### config.mk
export PLATFORM = sky130hd
export DESIGN_NAME = mmap_regfile
export DESIGN_NICKNAME = d
export VERILOG_FILES = /design/src/rtl/mmap_pkg.sv /design/src/rtl/mmap_ctrl.sv /design/src/rtl/mmap_table.sv /design/src/rtl/mmap_regfile.sv
export SDC_FILE = /design/constraint.sdc
export NUM_CORES = 1
export LEC_CHECK = 0
export BUFFER_PORTS_ARGS = -buffer_cell sky130_fd_sc_hd__buf_2
export CAP_MARGIN = 15
export CORE_UTILIZATION = 50
export DETAILED_ROUTE_END_ITERATION = 12
export PLACE_DENSITY = 0.66
export SKIP_CTS_REPAIR_TIMING = 1
export SLEW_MARGIN = 20
export SYNTH_ARGS = -nofsm -noshare
export SYNTH_HDL_FRONTEND = slang
export SYNTH_SLANG_ARGS = --single-unit
### constraint.sdc
create_clock -name clk -period 4.4 [get_ports clk]
set_input_delay 0.22 -clock clk [delete_from_list [all_inputs] [get_ports clk]]
set_output_delay 0.22 -clock clk [all_outputs]
set_load 0.05 [all_outputs]
### src/rtl/mmap_pkg.sv
package mmap_pkg;

   // register offsets inside the byte window
   localparam logic [7:0] OFF_SEG   = 8'h90;
   localparam logic [7:0] OFF_WIN   = 8'h92;
   localparam logic [7:0] OFF_CTRL  = 8'h93;
   localparam logic [7:0] OFF_SPEED = 8'h94;
   localparam logic [3:0] TBL_NIB   = 4'h8;

   // control register bit positions
   localparam int CTRL_BOOT = 0;
   localparam int CTRL_WIN  = 6;
   localparam int CTRL_MAP  = 7;
   localparam logic [7:0] CTRL_FILL  = 8'h3E;
   localparam logic [7:0] SPEED_FILL = 8'hFE;

   typedef enum logic [2:0] {
      CK_SLOW      = 3'd0,
      CK_FAST      = 3'd1,
      CK_MAP_SLOW  = 3'd2,
      CK_MAP_FAST  = 3'd3,
      CK_FMAP_SLOW = 3'd4,
      CK_FMAP_FAST = 3'd5
   } clk_code_e;

   typedef struct packed {
      logic map_on;
      logic win_on;
      logic boot_ram;
      logic fast_map;
   } mmap_flags_t;

   function automatic clk_code_e pick_clock(input mmap_flags_t f, input logic fast);
      clk_code_e c;
      if (!f.map_on)
         c = fast ? CK_FAST : CK_SLOW;
      else if (f.fast_map)
         c = fast ? CK_FMAP_FAST : CK_FMAP_SLOW;
      else
         c = fast ? CK_MAP_FAST : CK_MAP_SLOW;
      return c;
   endfunction

endpackage

### src/rtl/mmap_ctrl.sv
module mmap_ctrl
   import mmap_pkg::*;
#(
   parameter int SEG_BITS = 2,
   parameter int WIN_W    = 8
) (
   input  logic                clk,
   input  logic                rst_n,
   input  logic                bus_we,
   input  logic [7:0]          bus_addr,
   input  logic [7:0]          bus_wdata,
   input  logic                cpu_fast,
   output logic [SEG_BITS-1:0] seg_q,
   output logic [WIN_W-1:0]    win_q,
   output mmap_flags_t         flags_q,
   output logic [2:0]          clk_sel
);

   initial assert (WIN_W == 8);
   initial assert (SEG_BITS >= 1 && SEG_BITS <= 4);

   logic        wr_seg, wr_win, wr_ctrl, wr_speed;
   mmap_flags_t flags_d;
   clk_code_e   code_q;

   assign wr_seg   = bus_we && (bus_addr == OFF_SEG);
   assign wr_win   = bus_we && (bus_addr == OFF_WIN);
   assign wr_ctrl  = bus_we && (bus_addr == OFF_CTRL);
   assign wr_speed = bus_we && (bus_addr == OFF_SPEED);

   always_comb begin
      flags_d = flags_q;
      if (wr_ctrl) begin
         flags_d.map_on   = bus_wdata[CTRL_MAP];
         flags_d.win_on   = bus_wdata[CTRL_WIN];
         flags_d.boot_ram = bus_wdata[CTRL_BOOT];
      end
      if (wr_speed)
         flags_d.fast_map = bus_wdata[0];
   end

   always_ff @(posedge clk or negedge rst_n) begin
      if (!rst_n) begin
         seg_q   <= '0;
         win_q   <= '0;
         flags_q <= '0;
         code_q  <= CK_SLOW;
      end else begin
         if (wr_seg) seg_q <= bus_wdata[SEG_BITS-1:0];
         if (wr_win) win_q <= bus_wdata;
         flags_q <= flags_d;
         code_q  <= pick_clock(flags_d, cpu_fast);
      end
   end

   assign clk_sel = code_q;

   AST_SEG_HOLD: assert property (@(posedge clk) disable iff (!rst_n)
      !(bus_we && bus_addr == OFF_SEG) |=> $stable(seg_q));
   AST_WIN_HOLD: assert property (@(posedge clk) disable iff (!rst_n)
      !(bus_we && bus_addr == OFF_WIN) |=> $stable(win_q));
   AST_CLK_FOLLOWS_MAP: assert property (@(posedge clk) disable iff (!rst_n)
      (bus_we && bus_addr == OFF_CTRL) |=> ((clk_sel[2:1] != 2'b00) == $past(bus_wdata[CTRL_MAP])));
   AST_CLK_LEGAL: assert property (@(posedge clk) disable iff (!rst_n)
      !(clk_sel[2] && clk_sel[1]));
   AST_CLK_SPEED_BIT: assert property (@(posedge clk) disable iff (!rst_n)
      1'b1 |=> (clk_sel[0] == $past(cpu_fast)));

endmodule

### src/rtl/mmap_table.sv
module mmap_table #(
   parameter int SEG_BITS = 2,
   parameter int IDX_BITS = 4,
   parameter int PAGE_W   = 6
) (
   input  logic                clk,
   input  logic                rst_n,
   input  logic                wr_en,
   input  logic [SEG_BITS-1:0] seg,
   input  logic [IDX_BITS-1:0] wr_idx,
   input  logic [PAGE_W-1:0]   wr_page,
   input  logic [IDX_BITS-1:0] rd_idx,
   output logic [PAGE_W-1:0]   rd_page,
   input  logic [IDX_BITS-1:0] lk_idx,
   output logic [PAGE_W-1:0]   lk_page
);

   localparam int NUM_SEGS = 1 << SEG_BITS;
   localparam int ENTRIES  = 1 << IDX_BITS;

   initial assert (NUM_SEGS * ENTRIES <= 1024);

   logic [PAGE_W-1:0] row [NUM_SEGS][ENTRIES];

   for (genvar s = 0; s < NUM_SEGS; s++) begin : g_seg
      logic seg_hit;
      assign seg_hit = wr_en && (seg == SEG_BITS'(s));
      always_ff @(posedge clk or negedge rst_n) begin
         if (!rst_n) begin
            for (int e = 0; e < ENTRIES; e++) row[s][e] <= '0;
         end else if (seg_hit) begin
            row[s][wr_idx] <= wr_page;
         end
      end
   end

   assign rd_page = row[seg][rd_idx];
   assign lk_page = row[seg][lk_idx];

endmodule

### src/rtl/mmap_regfile.sv
module mmap_regfile
   import mmap_pkg::*;
#(
   parameter int SEG_BITS = 2,
   parameter int PAGE_W   = 6
) (
   input  logic              clk,
   input  logic              rst_n,
   input  logic              bus_we,
   input  logic [7:0]        bus_addr,
   input  logic [7:0]        bus_wdata,
   output logic [7:0]        bus_rdata,
   input  logic [3:0]        cpu_addr_hi,
   output logic [PAGE_W-1:0] phys_page,
   input  logic              cpu_fast,
   output logic [7:0]        win_offset,
   output logic              win_en,
   output logic              boot_ram,
   output logic              map_en,
   output logic [2:0]        clk_sel
);

   localparam int IDX_BITS = 4;
   localparam int ZPAD     = 8 - PAGE_W;

   initial assert (PAGE_W >= 5 && PAGE_W <= 8);

   logic [SEG_BITS-1:0] seg_q;
   logic [7:0]          win_q;
   mmap_flags_t         flags_q;
   logic [PAGE_W-1:0]   rd_page, lk_page, ident_page;
   logic [7:0]          entry_byte;
   logic                tbl_we;

   assign tbl_we = bus_we && (bus_addr[7:4] == TBL_NIB);

   mmap_ctrl #(.SEG_BITS(SEG_BITS), .WIN_W(8)) u_ctrl (
      .clk(clk), .rst_n(rst_n), .bus_we(bus_we), .bus_addr(bus_addr),
      .bus_wdata(bus_wdata), .cpu_fast(cpu_fast), .seg_q(seg_q),
      .win_q(win_q), .flags_q(flags_q), .clk_sel(clk_sel)
   );

   mmap_table #(.SEG_BITS(SEG_BITS), .IDX_BITS(IDX_BITS), .PAGE_W(PAGE_W)) u_table (
      .clk(clk), .rst_n(rst_n), .wr_en(tbl_we), .seg(seg_q),
      .wr_idx(bus_addr[3:0]), .wr_page(bus_wdata[PAGE_W-1:0]),
      .rd_idx(bus_addr[3:0]), .rd_page(rd_page),
      .lk_idx(cpu_addr_hi), .lk_page(lk_page)
   );

   if (PAGE_W == 8) begin : g_full
      assign entry_byte = rd_page;
   end else begin : g_pad
      assign entry_byte = {{ZPAD{1'b0}}, rd_page};
   end

   assign ident_page = {{(PAGE_W-4){1'b0}}, cpu_addr_hi};
   assign phys_page  = flags_q.map_on ? lk_page : ident_page;

   always_comb begin
      bus_rdata = 8'hFF;
      if (bus_addr[7:4] == TBL_NIB) begin
         bus_rdata = entry_byte;
      end else begin
         case (bus_addr)
            OFF_SEG:   bus_rdata = {{(8-SEG_BITS){1'b0}}, seg_q};
            OFF_WIN:   bus_rdata = win_q;
            OFF_CTRL: begin
               bus_rdata = CTRL_FILL;
               bus_rdata[CTRL_MAP]  = flags_q.map_on;
               bus_rdata[CTRL_WIN]  = flags_q.win_on;
               bus_rdata[CTRL_BOOT] = flags_q.boot_ram;
            end
            OFF_SPEED: bus_rdata = SPEED_FILL | {7'd0, flags_q.fast_map};
            default:   bus_rdata = 8'hFF;
         endcase
      end
   end

   assign win_offset = win_q;
   assign win_en     = flags_q.win_on;
   assign boot_ram   = flags_q.boot_ram;
   assign map_en     = flags_q.map_on;

   AST_IDENT_UPPER_ZERO: assert property (@(posedge clk) disable iff (!rst_n)
      !map_en |-> (phys_page[PAGE_W-1:4] == '0));
   AST_CTRL_READBACK: assert property (@(posedge clk) disable iff (!rst_n)
      (bus_we && bus_addr == OFF_CTRL) |=> (map_en == $past(bus_wdata[CTRL_MAP])));

endmodule

Word-level counts from Yosys, hierarchy flattened
Index checks and enable logic that the tools add are counted.
Widths: inputs -> output; s select.
Word-level totals
  flip-flop bits (word level): 401
  input port bits: 24
  output and inout bits: 28
  logic and storage cells: 122
Operators by class
  order comparisons: 4
  equal/unequal tests: 8
  mux-type cells: 25
  bitwise gates (word level): 3
  reductions and logical operators: 11
Operators with widths (count)
  $bwmux 96: 4
  $bmux 96 s2: 1
  $mux 96: 2
  $bmux 6 s4: 2
  $mux 6: 6
  $eq 8x8->1 const B: 4
  $pmux 8 s4: 1
  $demux 6 s4: 1
  $ge 5x5->1 const B: 2
  $logic_and 1x1->1: 10
  $not 4->5: 2
  $mux 3: 3
  $mux 8: 1
  $lt 5x1->1 const B: 1
  $eq 2x2->1 const B: 2
  $eq 4x4->1 const B: 1
  $mux 1: 4
  $ge 3x3->1 const B: 1
  $not 2->3: 1
  $eq 2x1->1 const B: 1
  $logic_not 2->1: 1

Depth between registers and ports, before layout
  depth after elaboration: 8
  mapped depth: 10
  depth with buffers taken out: 5

Hierarchy
Synthesis repeated with hierarchy kept, for this count alone.
Second synthesis, totals
  cells, all modules: 1389
  area, all modules: 20023.0 µm²
By module, submodules not included
  mmap_table: times used 1, cells an instance 1297, area each 18998.2 µm²
  mmap_ctrl: times used 1, cells an instance 48, area each 740.7 µm²
  mmap_regfile: times used 1, cells an instance 44, area each 284.0 µm²

Least setup slack after synthesis
No wires, ideal clock.
  path type: reg-to-output
  start: register u_ctrl.seg_q[0]
  end: output phys_page[0]
  arrival time: 2.833 ns
  required time: 4.180 ns
  setup slack: 1.347 ns
  cell stages (with the launch flop): 10
  buffers on the path: 5
  path through: dfrtp_1 buf_6 buf_6 buf_6 buf_2 clkbuf_1 nand2_1 a41oi_1 a21oi_1 o21ai_0
On the way
  cells in the longest elaborated chain, start to end: 8
RTL lines
  from (decl): line mmap_ctrl.sv:13  | output logic [SEG_BITS-1:0] seg_q,
  from (signal assigned): line mmap_ctrl.sv:49  | if (wr_seg) seg_q <= bus_wdata[SEG_BITS-1:0];
  $not 2->3 (not written as such): line mmap_table.sv:38  | assign lk_page = row[seg][lk_idx];
  $bmux 96 s2: line mmap_table.sv:38
  $mux 96 (not written as such) (2 in a row): line mmap_table.sv:38
  $bmux 6 s4: line mmap_table.sv:38
  $mux 6 (not written as such) (2 in a row): line mmap_table.sv:38
  $mux 6: line mmap_regfile.sv:57  | assign phys_page = flags_q.map_on ? lk_page : ident_page;
  to (decl): line mmap_regfile.sv:14  | output logic [PAGE_W-1:0] phys_page,
No other way between the ends. The select of a mux whose other input is x is not followed.

Worst setup path in the final report
  start: register u_ctrl.seg_q[0]
  end: output bus_rdata[4]
On the way
  cells in the longest elaborated chain, start to end: 8
RTL lines
  $not 2->3 (not written as such): line mmap_table.sv:37  | assign rd_page = row[seg][rd_idx];
  $bmux 96 s2: line mmap_table.sv:37
  $mux 96 (not written as such) (2 in a row): line mmap_table.sv:37
  $bmux 6 s4: line mmap_table.sv:37
  $mux 6 (not written as such) (2 in a row): line mmap_table.sv:37
  $mux 8: line mmap_regfile.sv:61  | if (bus_addr[7:4] == TBL_NIB) begin
  to (decl): line mmap_regfile.sv:12  | output logic [7:0] bus_rdata,
No other way between the ends. The select of a mux whose other input is x is not followed.

==> flow_metrics.py <==
metrics = {
    "job": {
        "drv_cap": 0,
    },
    "global_route": {
        "first_global_vias": 13200,
        "grt.overflow.total": 0,
        "grt_use_total_pct": 28.5,
        "antenna_found_initial": 1,
        "grt_pass1_wl_mm": 86.9,
        "grt_max_degree": 116,
    },
    "final_layout": {
        "fin_cells": 1953,
        "final_area_um2": 22400,
        "layout-drive-gt1-share_pct": 49.0,
        "fin_util_pct": 57.2,
        "area_growth_syn_to_layout_pct": 11.7,
        "multi_input_area_um2": 9460,
        "fin_nets": 1422,
        "seqCellArea_um2": 10000,
        "nFillCells": 3129,
    },
    "critical_path": {
        "critPathMaxFanout": 32,
        "start_kind": "flop",
        "reg2reg_from": "u_ctrl.seg_q[0]",
        "reg2reg_to": "u_table.row[287]",
        "cp-startpoint": "u_ctrl.seg_q[0]",
        "rrSetupSlack_ns": 1.12,
        "required_ns": 4.18,
        "critPathCaptureType": "output pin",
        "rr_worst_depth": 4,
        "criticalPathCategory": "flop to output pin",
        "crit_path_end": "bus_rdata[4]",
        "arrival_ns": 3.81,
    },
    "placement": {
        "gp_congestion": 0.955,
        "portBuffers": 51,
        "place_hpwl_mm": 37.3,
        "dpl_cell_area_um2": 20800,
        "numPlacedInstances": 1865,
    },
    "synthesis": {
        "ys_seq_elements": 401,
        "synth_most_common_cell": "dfrtp_1",
        "ys.flop_type": "dfrtp_1",
        "ys_async_sr_fraction_pct": 100,
        "synth_edf_count": 0,
        "ys_top_cells_by_count": "401 x dfrtp_1, 393 x mux2_2, 133 x mux4_2, 74 x clkbuf_1, 60 x nor2_1",
        "synth_cell_types": 60,
        "syn_area_per_cell_um2": 14.6,
        "synth.largest_area_cell": "dfrtp_1",
        "netlist_instances": 1372,
        "yosys_warnings": 0,
        "yosys.area.top_type_share_pct": 50.1,
        "synthesis.nets": 1396,
        "synthTopCellsByArea": "dfrtp_1 50%, mux2_2 22%, mux4_2 15%",
        "synth_area_um2": 20000,
        "yosysSeqAreaShare_pct": 50.1,
    },
    "cts": {
        "clkLatencyLatePin_ns": 0.58,
        "cts_tree": "done",
        "cts_buffers": 45,
        "clk_pin_slew_ns": 0.06,
        "root_buffer": "clkbuf_16",
        "clk_path_buf_depth": 3,
        "clkSinkCount": 401,
        "cts-htree-levels": 2,
    },
    "power": {
        "p_total_mw": 8.29,
        "ir_drop_mv": 0.227,
        "power.density_nw_per_um2": 371,
        "leakagePower_nw": 10.3,
    },
    "timing": {
        "max_freq_mhz": 248,
        "worst_slew_pin_slew_ns": 1.19,
        "rsz0062_at_grt": "no",
        "finalHoldViolCount": 0,
        "fin_crit_ns": 4.03,
        "fin_crit_sh_pct": 91.5,
        "setup-tns-final_ns": 0,
        "final-setup-viol-count": 0,
        "clock-skew-final_ns": 0.0143,
        "max-slew-margin-rel_pct": 19.4,
        "drv_slew": 0,
    },
    "run_status": {
        "status": "finished clean",
    },
    "detailed_routing": {
        "drc": 0,
        "totalWireLength_mm": 56.1,
        "vias": 12800,
        "ant_nets": 0,
        "post_drt_wl_per_cell_um": 28.7,
        "drt_first_pass_iters": 5,
        "drt_iter0_markers": 1197,
        "viasPerCell": 6.54,
    },
    "floorplan": {
        "core-area_um2": 39100,
        "ios": 52,
        "die_h_um": 202,
        "row_count": 72,
        "initial_core_util_pct": 51.2,
        "die_w_um": 202,
        "dieArea_um2": 40800,
    },
    "worst_hold_path": {
        "worstHoldPathType": "input pin to flop",
    },
}
## worst min path at each step
stage	from	depth (start not counted)	end	slack, ns
3_5_place_dp	cpu_fast	1	u_ctrl.clk_sel[0]	0.33
3_3_place_gp	rst_n	1	u_table.row[184]	0.33
5_1_grt	bus_we	3	u_ctrl.flags_q[0]	0.13
4_1_cts	rst_n	1	u_table.row[374]	-0.28
6_report	bus_we	3	u_ctrl.seg_q[0]	0.12
2_1_floorplan	rst_n	0	u_ctrl.clk_sel[0]	-0.08
## logic make-up after synthesis
group           after synthesis  share of synthesized area (%)
mux                         561                           39.0
flops                       401                           50.1
simple gates                197                           5.07
buf+inv                     119                           2.61
compound gates               94                           3.21
## registers in the layout (all words and copies together) (netlist names)
register and count:
u_ctrl.clk_sel 3, u_ctrl.seg_q 2, u_table.row 384, u_ctrl.flags_q 4
u_ctrl.win_q 8
## routing by layer
metal	track usage (%)	wire length (um)	vias up
met5	0	0	-
met4	11.3	2080	0
met3	6.56	4340	118
met2	42.2	25300	578
met1	40.9	24300	6796
li1	-	-	5282
## area by class of cell
cell class	instances	area share (%)
Sequential cell	401	44.9
Multi-Input combinational cell	852	42.3
Clock buffer	72	6.22
Timing Repair Buffer	91	2.91
Tap cell	518	2.90
Clock inverter	11	0.632
Inverter	7	0.117
Antenna cell	1	0.0112
## layout by cell type (no fill, tap or decap), types with 4 or more instances in the layout
master,instances
mux2i_1,29
dfrtp_1,399
clkinv_2,5
mux4_2,133
a22oi_1,19
o21ai_0,11
clkbuf_16,47
nor2b_1,6
nor2_1,60
buf_4,30
nand4_1,7
nand2b_1,4
a31oi_1,5
clkbuf_8,12
mux2_2,393
nand2_1,52
clkbuf_1,13
nor4_1,8
buf_2,50
mux2_4,6
nand3_1,14
nor4bb_1,6
a21oi_1,18
buf_12,6
inv_1,5
a211oi_1,5
nor3_1,9
dlygate4sd3_1,4
o22ai_1,10
## where the power goes
part	internal (mW)	switching, mW
Clock	2.34	1.51
Combinational	0.224	0.416
Sequential	3.74	0.0515
## critical path: stages (launching register included)
cell and delay (ns):
dfrtp_4 0.84, buf_12 0.34, buf_4 0.24, mux4_2 0.53, mux4_2 0.47, o21ai_0 0.25, o22ai_1 0.23, buf_2 0.28
## stage by stage
step	setup slack, ns	hold WS [ns]
after global placement	0.987	0.332
after floorplan	1.35	-0.0756
after detailed placement	0.988	0.333
after global routing	0.185	0.135
after CTS	0.368	-0.277
final	0.372	0.115
Power figures use the tool's default switching activity.
